**src/rtl/smem_write_seq.sv**
```systemverilog
module smem_write_seq #(
  parameter int AW = 16,
  parameter int DW = 16
) (
  input  logic          clk,
  input  logic          rst_n,
  input  logic [31:0]   wtim,
  input  logic          ext_mode_en,
  input  logic          req_valid,
  output logic          req_ready,
  input  logic [AW-1:0] req_addr,
  input  logic [DW-1:0] req_data,
  input  logic          req_sync,
  input  logic          req_mux,
  output logic          mem_ce_n,
  output logic          mem_we_n,
  output logic          mem_adv_n,
  output logic [AW-1:0] mem_addr,
  output logic [DW-1:0] bus_out,
  output logic          bus_oe,
  output logic          done
);

  localparam int CW = 8;

  typedef enum logic [1:0] {ST_IDLE, ST_SETUP, ST_HOLD, ST_DATA} phase_t;

  phase_t        st;
  logic [CW-1:0] cnt;
  logic [CW-1:0] hold_len, data_len;
  logic [AW-1:0] addr_q;
  logic [DW-1:0] data_q;
  logic          mux_q, sync_q;

  logic [3:0]    f_setup, f_hold;
  logic [7:0]    f_data;
  logic [1:0]    f_mode, mode_eff;
  logic [CW-1:0] su_len, ho_len, da_len;
  logic          accept;
  logic          unused_bits;

  assign f_setup  = wtim[3:0];
  assign f_hold   = wtim[7:4];
  assign f_data   = wtim[15:8];
  assign f_mode   = wtim[29:28];
  assign unused_bits = ^{wtim[31:30], wtim[27:16]};
  assign mode_eff = ext_mode_en ? f_mode : 2'd0;

  assign su_len = req_sync ? CW'(1) :
                  (req_mux && f_setup == 4'd0) ? CW'(1) : CW'(f_setup);
  assign ho_len = req_sync ? CW'(1) :
                  (req_mux || mode_eff == 2'd3) ? CW'(f_hold) : CW'(0);
  assign da_len = req_sync ? CW'(1) :
                  (f_data == 8'd0) ? CW'(1) : CW'(f_data);

  assign req_ready = (st == ST_IDLE);
  assign accept    = req_valid && req_ready;

  always_ff @(posedge clk or negedge rst_n) begin
    if (!rst_n) begin
      st       <= ST_IDLE;
      cnt      <= '0;
      hold_len <= '0;
      data_len <= '0;
      addr_q   <= '0;
      data_q   <= '0;
      mux_q    <= 1'b0;
      sync_q   <= 1'b0;
      done     <= 1'b0;
    end else begin
      done <= 1'b0;
      case (st)
        ST_IDLE: if (accept) begin
          addr_q   <= req_addr;
          data_q   <= req_data;
          mux_q    <= req_mux;
          sync_q   <= req_sync;
          hold_len <= ho_len;
          data_len <= da_len;
          if (su_len != '0) begin
            st  <= ST_SETUP;
            cnt <= su_len - CW'(1);
          end else if (ho_len != '0) begin
            st  <= ST_HOLD;
            cnt <= ho_len - CW'(1);
          end else begin
            st  <= ST_DATA;
            cnt <= da_len - CW'(1);
          end
        end
        ST_SETUP: if (cnt != '0) cnt <= cnt - CW'(1);
          else if (hold_len != '0) begin
            st  <= ST_HOLD;
            cnt <= hold_len - CW'(1);
          end else begin
            st  <= ST_DATA;
            cnt <= data_len - CW'(1);
          end
        ST_HOLD: if (cnt != '0) cnt <= cnt - CW'(1);
          else begin
            st  <= ST_DATA;
            cnt <= data_len - CW'(1);
          end
        default: if (cnt != '0) cnt <= cnt - CW'(1);
          else begin
            st   <= ST_IDLE;
            done <= 1'b1;
          end
      endcase
    end
  end

  assign mem_ce_n  = (st == ST_IDLE);
  assign mem_we_n  = (st != ST_DATA);
  assign mem_adv_n = (st != ST_SETUP);
  assign mem_addr  = addr_q;
  assign bus_oe    = mux_q ? (st != ST_IDLE) : (st == ST_DATA);
  assign bus_out   = !bus_oe ? '0 :
                     (mux_q && st != ST_DATA) ? DW'(addr_q) : data_q;

  p_we_inside_ce_r8: assert property (@(posedge clk) disable iff (!rst_n)
    !mem_we_n |-> !mem_ce_n);
  p_adv_we_apart_r8: assert property (@(posedge clk) disable iff (!rst_n)
    !(!mem_adv_n && !mem_we_n));
  p_done_single_r10: assert property (@(posedge clk) disable iff (!rst_n)
    done |=> !done);
  p_done_after_data_r10: assert property (@(posedge clk) disable iff (!rst_n)
    $rose(done) |-> $past(!mem_we_n) && mem_ce_n);
  p_busy_not_ready_r10: assert property (@(posedge clk) disable iff (!rst_n)
    !mem_ce_n |-> !req_ready);
  p_sync_setup_one_r3: assert property (@(posedge clk) disable iff (!rst_n)
    (st == ST_SETUP && sync_q) |=> st != ST_SETUP);
  p_sync_data_one_r3: assert property (@(posedge clk) disable iff (!rst_n)
    (!mem_we_n && sync_q) |=> mem_we_n);
  p_addr_stable_r9: assert property (@(posedge clk) disable iff (!rst_n)
    (!mem_ce_n && !$past(mem_ce_n)) |-> $stable(mem_addr));
  p_we_needs_oe_r9: assert property (@(posedge clk) disable iff (!rst_n)
    !mem_we_n |-> bus_oe);

endmodule

```
**config.mk**
```make
export PLATFORM = sky130hd
export DESIGN_NAME = smem_write_seq
export DESIGN_NICKNAME = d
export VERILOG_FILES = /design/src/rtl/smem_write_seq.sv
export SDC_FILE = /design/constraint.sdc
export NUM_CORES = 1
export LEC_CHECK = 0
export ABC_AREA = 1
export CORE_UTILIZATION = 50
export CTS_CLUSTER_DIAMETER = 120
export DETAILED_ROUTE_END_ITERATION = 16
export DONT_BUFFER_PORTS = 1
export PLACE_DENSITY = 0.71
export SYNTH_ARGS = -nofsm -noshare
export SYNTH_HDL_FRONTEND = slang
export SYNTH_SLANG_ARGS = --single-unit
```
**constraint.sdc**
```tcl
create_clock -name clk -period 1.9 [get_ports clk]
set_input_delay 0.095 -clock clk [delete_from_list [all_inputs] [get_ports clk]]
set_output_delay 0.095 -clock clk [all_outputs]
set_load 0.01 [all_outputs]
```
==> results.md <==
Cells and area:
- The sequential cells in the finished layout cover a total of 1400 um^2.
- The area added between synthesis and finish is 25.1%.
- After routing the design area is 4510 um^2.
- In the final layout, the multi-input gates occupy 2020 um^2.
- Of the cells placed in the final design, the portion with a size suffix greater than 1 is 0.135.
- In the final design database the tool counted 657 nets.
- The layout filler cell count is 568.
- The final antenna diode count is 0.

Timing:
- The final period utilization is 0.964.
- Derived from the worst setup path, the maximum achievable clock frequency is 546 MHz.
- The total of endpoints with negative setup slack in the final report is 0.
- In this run the tightest slew margin relative to its limit is 0.770.
- The number of hold violations in the final report is 0.
- Hold timing on the final database bottoms out at a slack of 0.0135 ns.
- The clock skew is 0.00312 ns.
- Setup repair after global routing could not meet its margin everywhere.
- The number of pins exceeding their max-slew limit in the final report is 0.
- The final critical path time including I/O delays and setup is 1.83 ns.
- At the pin with the least slew margin, the transition time is 0.345 ns.

Critical path:
- On the critical path the largest part of the delay comes from flip-flops.
- The cell with the biggest individual delay on the critical path is sky130_fd_sc_hd__dfrtp_2.
- Data on the critical path arrives at its endpoint at 1.74 ns.
- The worst register-to-register path begins at hold_len[0]$_DFFE_PN0P_.
- The largest fanout on the critical path is 7.
- The critical path contains buffers and inverters numbering 3 combined.
- The kind of capture point of the worst setup path is an output port.
- STA classifies the critical path startpoint as a register.
- The largest single stage delay on the critical path is 0.43 ns.
- For the worst setup path, the data required time is 1.80 ns.
- The critical path is of the reg -> out type.
- Tracing the worst setup path back leads to its startpoint at st[0]$_DFFE_PN0P_.
- Traced cell by cell, the critical path runs through inv_2, ha_2, buf_6, nand2_1, o21ai_2, buf_2, a21oi_1.

Synth:
- Yosys attributes the largest share of cell area to sky130_fd_sc_hd__dfrtp_1 39%, sky130_fd_sc_hd__nand2_1 22%, sky130_fd_sc_hd__inv_1 5.5%.
- The number of synthesized flops with an enable pin is 0.
- The count of warnings emitted by yosys is 0.
- Counting distinct cell types in the post-synthesis netlist gives 36.
- The proportion of synthesized flip-flops having asynchronous set or reset is 1.00.
- In this run, synthesis produced a sequential element count of 56.
- The net count after synthesis is 602.
- The dominant synthesized flop cell is sky130_fd_sc_hd__dfrtp_1.
- The share of the synthesized area in the top cell type is 0.389.
- The average instance area after synthesis is 6.92 um^2.
- The cell count after synthesis is 520.
- The total standard cell area after synthesis is 3600 um^2.
- For this run, the register share of the synthesized area comes to 0.389.
- sky130_fd_sc_hd__dfrtp_1 takes more of the synthesized area than any other cell.

Clock tree:
- The tree built by TritonCTS fans out to 56 sinks.
- After clock tree synthesis, the clock-pin slew on the worst setup and hold paths is 0.11 ns.
- The number of clock buffers added by TritonCTS is 5.
- TritonCTS built the clock tree.
- The cell chosen for the clock root is sky130_fd_sc_hd__clkbuf_8.
- The CTS H-tree depth is 2.
- Clock latency on the worst-skew pair, taken at its later pin, is 0.32 ns.
- The maximum root-to-sink buffer count is 2.

Floorplan:
- The row count is 30.
- The total die area is 7550 um^2.
- The die outline width is 86.9 um.
- The standard cell core area is 6870 um^2.
- The starting utilization of the core area is 0.524.
- In this run the count of I/O pins placed on the die edge is 108.
- The floorplan step set the die height to 86.9 um.

Power and ir drop:
- The design draws 6.71 mW.
- Power spread over the standard cell area amounts to 1490 nW/um^2.
- VDD sags by at most 0.000772 V.
- The leakage power summed over all cells is 2.21 nW.

Routing:
- The average wire length per cell after detail routing is 14.2 um.
- The violation count after the first detailed-routing iteration is 227.
- The via density per instance is 5.26.
- The DRC violation count after routing is 0.
- The routed wire length is 9.55 mm.
- The total number of vias is 3536.
- The pre-antenna-repair detailed-routing pass consisted of 5 iterations.
- In this run the remaining antenna-violating nets after routing total 0.

GRT:
- The first global-routing pass estimated 15.0 mm of wire.
- The global-route usage over all layers is 0.253.
- The maximum number of pins on one net before global-route repair is 57.
- The number of antenna violations at the first check in global routing is 0.
- The via count of the first global-routing pass came to 3314.
- The total global routing overflow is 0.

Placed design:
- After legalization and detailed placement, the total HPWL measured 6.39 mm.
- At the end of routability-driven placement, the weighted congestion stood at 0.892.
- The area after detailed placement is 3780 um^2.
- In this run the tool buffered the top-level ports with 0 buffer cells.

Hold path:
- The launch point of the worst hold path is wtim[9].
- The type of the tightest min-delay check is in -> reg.

Job:
- Max-cap violations in this run came to 0.

Status:
- The flow ran to the end, and the final reports show no timing, DRC or antenna violations.
cells in the mapped netlist, types with 3 or more instances:
library cell               instances
sky130_fd_sc_hd__o21ai_0          22
sky130_fd_sc_hd__nand2_1         207
sky130_fd_sc_hd__xor2_1            8
sky130_fd_sc_hd__inv_2             3
sky130_fd_sc_hd__xnor2_1           4
sky130_fd_sc_hd__inv_1            53
sky130_fd_sc_hd__ha_1             12
sky130_fd_sc_hd__nand3_1          32
sky130_fd_sc_hd__clkbuf_1         11
sky130_fd_sc_hd__nor2_2            4
sky130_fd_sc_hd__nand4_1           4
sky130_fd_sc_hd__nor2_1           36
sky130_fd_sc_hd__o22ai_1           7
sky130_fd_sc_hd__a21oi_1          33
sky130_fd_sc_hd__dfrtp_1          56
through the flow:
stage                      util  setup TNS (ns)  instances  worst slack, ns
after floorplan               -               0        520           0.0989
after detailed placement  0.551               0        618           0.0972
after global routing      0.656        -0.00644        672         -0.00644
after CTS                 0.633               0        669           0.0175
final                     0.656               0        672           0.0679
after global placement    0.551               0        618            0.191
timing repair:
action	in CTS	in global routing
pin swaps	0	5
setup endpoints to repair	16	25
hold buffers	40	0
cloned	1	2
endpoints found under the hold margin	95	0
buffers inserted	2	1
resized for setup	9	30
final timing paths:
kind                                           end  slack (ns)  depth (start not counted)
max                                     bus_out[8]        0.07                          7
min                        data_len[1]$_DFFE_PN0P_        0.01                          4
max reg2reg                     cnt[1]$_DFFE_PN0P_        0.13                         12
min reg2reg                 data_q[10]$_DFFE_PN0P_        0.49                          2
max in group asynchronous        st[0]$_DFFE_PN0P_        1.35                          2
min in group asynchronous        mux_q$_DFFE_PN0P_        0.32                          2
state kept, by name (all words and copies together), names as in the netlist:
signal and flops:
mux_q 1, st 2, cnt 8, done 1, mem_addr 16, hold_len 4, data_len 8, data_q 16
layout by cell type, fill, tap and decap left out, types with 2 or more instances in the layout:
master                          instances
sky130_fd_sc_hd__o22ai_1                7
sky130_fd_sc_hd__clkbuf_8               5
sky130_fd_sc_hd__o21ai_0               22
sky130_fd_sc_hd__nor2_4                 2
sky130_fd_sc_hd__nand2_2                2
sky130_fd_sc_hd__nand3_2                2
sky130_fd_sc_hd__a21oi_2                9
sky130_fd_sc_hd__buf_4                 17
sky130_fd_sc_hd__dfrtp_2                2
sky130_fd_sc_hd__xnor2_1                4
sky130_fd_sc_hd__buf_6                  3
sky130_fd_sc_hd__nand3_1               31
sky130_fd_sc_hd__ha_2                   3
sky130_fd_sc_hd__a21oi_1               24
sky130_fd_sc_hd__xor2_1                 8
sky130_fd_sc_hd__inv_1                 49
sky130_fd_sc_hd__nand3b_1               2
sky130_fd_sc_hd__nand2_1              206
sky130_fd_sc_hd__ha_4                   3
sky130_fd_sc_hd__nor3_1                 2
sky130_fd_sc_hd__nand4_1                4
sky130_fd_sc_hd__nand2_4                2
sky130_fd_sc_hd__nor2_1                36
sky130_fd_sc_hd__nor2_2                 3
sky130_fd_sc_hd__dfrtp_1               54
sky130_fd_sc_hd__nor3_4                 2
sky130_fd_sc_hd__o21ai_2                2
sky130_fd_sc_hd__ha_1                   6
sky130_fd_sc_hd__inv_2                  6
sky130_fd_sc_hd__inv_8                  2
sky130_fd_sc_hd__dlygate4sd3_1         39
cells by family after synthesis:
logic type                 share of synthesized area
buffers and inverters                         0.0848
AOI/OAI and AO/OA                              0.103
adders and majority gates                     0.0417
DFF                                            0.389
and+or+nand+nor                                0.352
xor gates and xnor gates                      0.0292
worst reg2reg max path: stages (launching register included):
cell and delay, ns:
sky130_fd_sc_hd__dfrtp_1 0.42, sky130_fd_sc_hd__inv_1 0.07, sky130_fd_sc_hd__ha_2 0.18, sky130_fd_sc_hd__nand2_1 0.09, sky130_fd_sc_hd__nor2_2 0.12, sky130_fd_sc_hd__inv_2 0.07, sky130_fd_sc_hd__o21ai_4 0.19, sky130_fd_sc_hd__inv_1 0.08
sky130_fd_sc_hd__o22ai_1 0.11, sky130_fd_sc_hd__nand2_1 0.07, sky130_fd_sc_hd__nand2_1 0.06, sky130_fd_sc_hd__nand2_1 0.07, sky130_fd_sc_hd__a21oi_1 0.15
routing by layer:
| metal | global-route usage | part of all wire | vias up |
|---|---|---|---|
| met5 | 0 | 0 | - |
| met4 | 0.0788 | 0.017 | 0 |
| met3 | 0.0408 | 0.049 | 17 |
| met2 | 0.438 | 0.50 | 107 |
| met1 | 0.325 | 0.44 | 1663 |
| li1 | - | - | 1749 |
cell type report:
class                      count  share of cell area
multi-input combinational    391               0.448
timing repair buffer          64               0.143
sequential                    56               0.312
inverter                      57              0.0497
tap                           96              0.0267
clock inverter                 3             0.00611
clock buffer                   5              0.0153
report_power, final:
group	switching [mW]	internal, mW	leakage, nW
sequential	0.557	1.75	0.700
clock	0.431	0.272	0.0463
combinational	2.26	1.44	1.47
total	3.25	3.46	2.21
No activity file was read; power rests on OpenSTA's default activity.
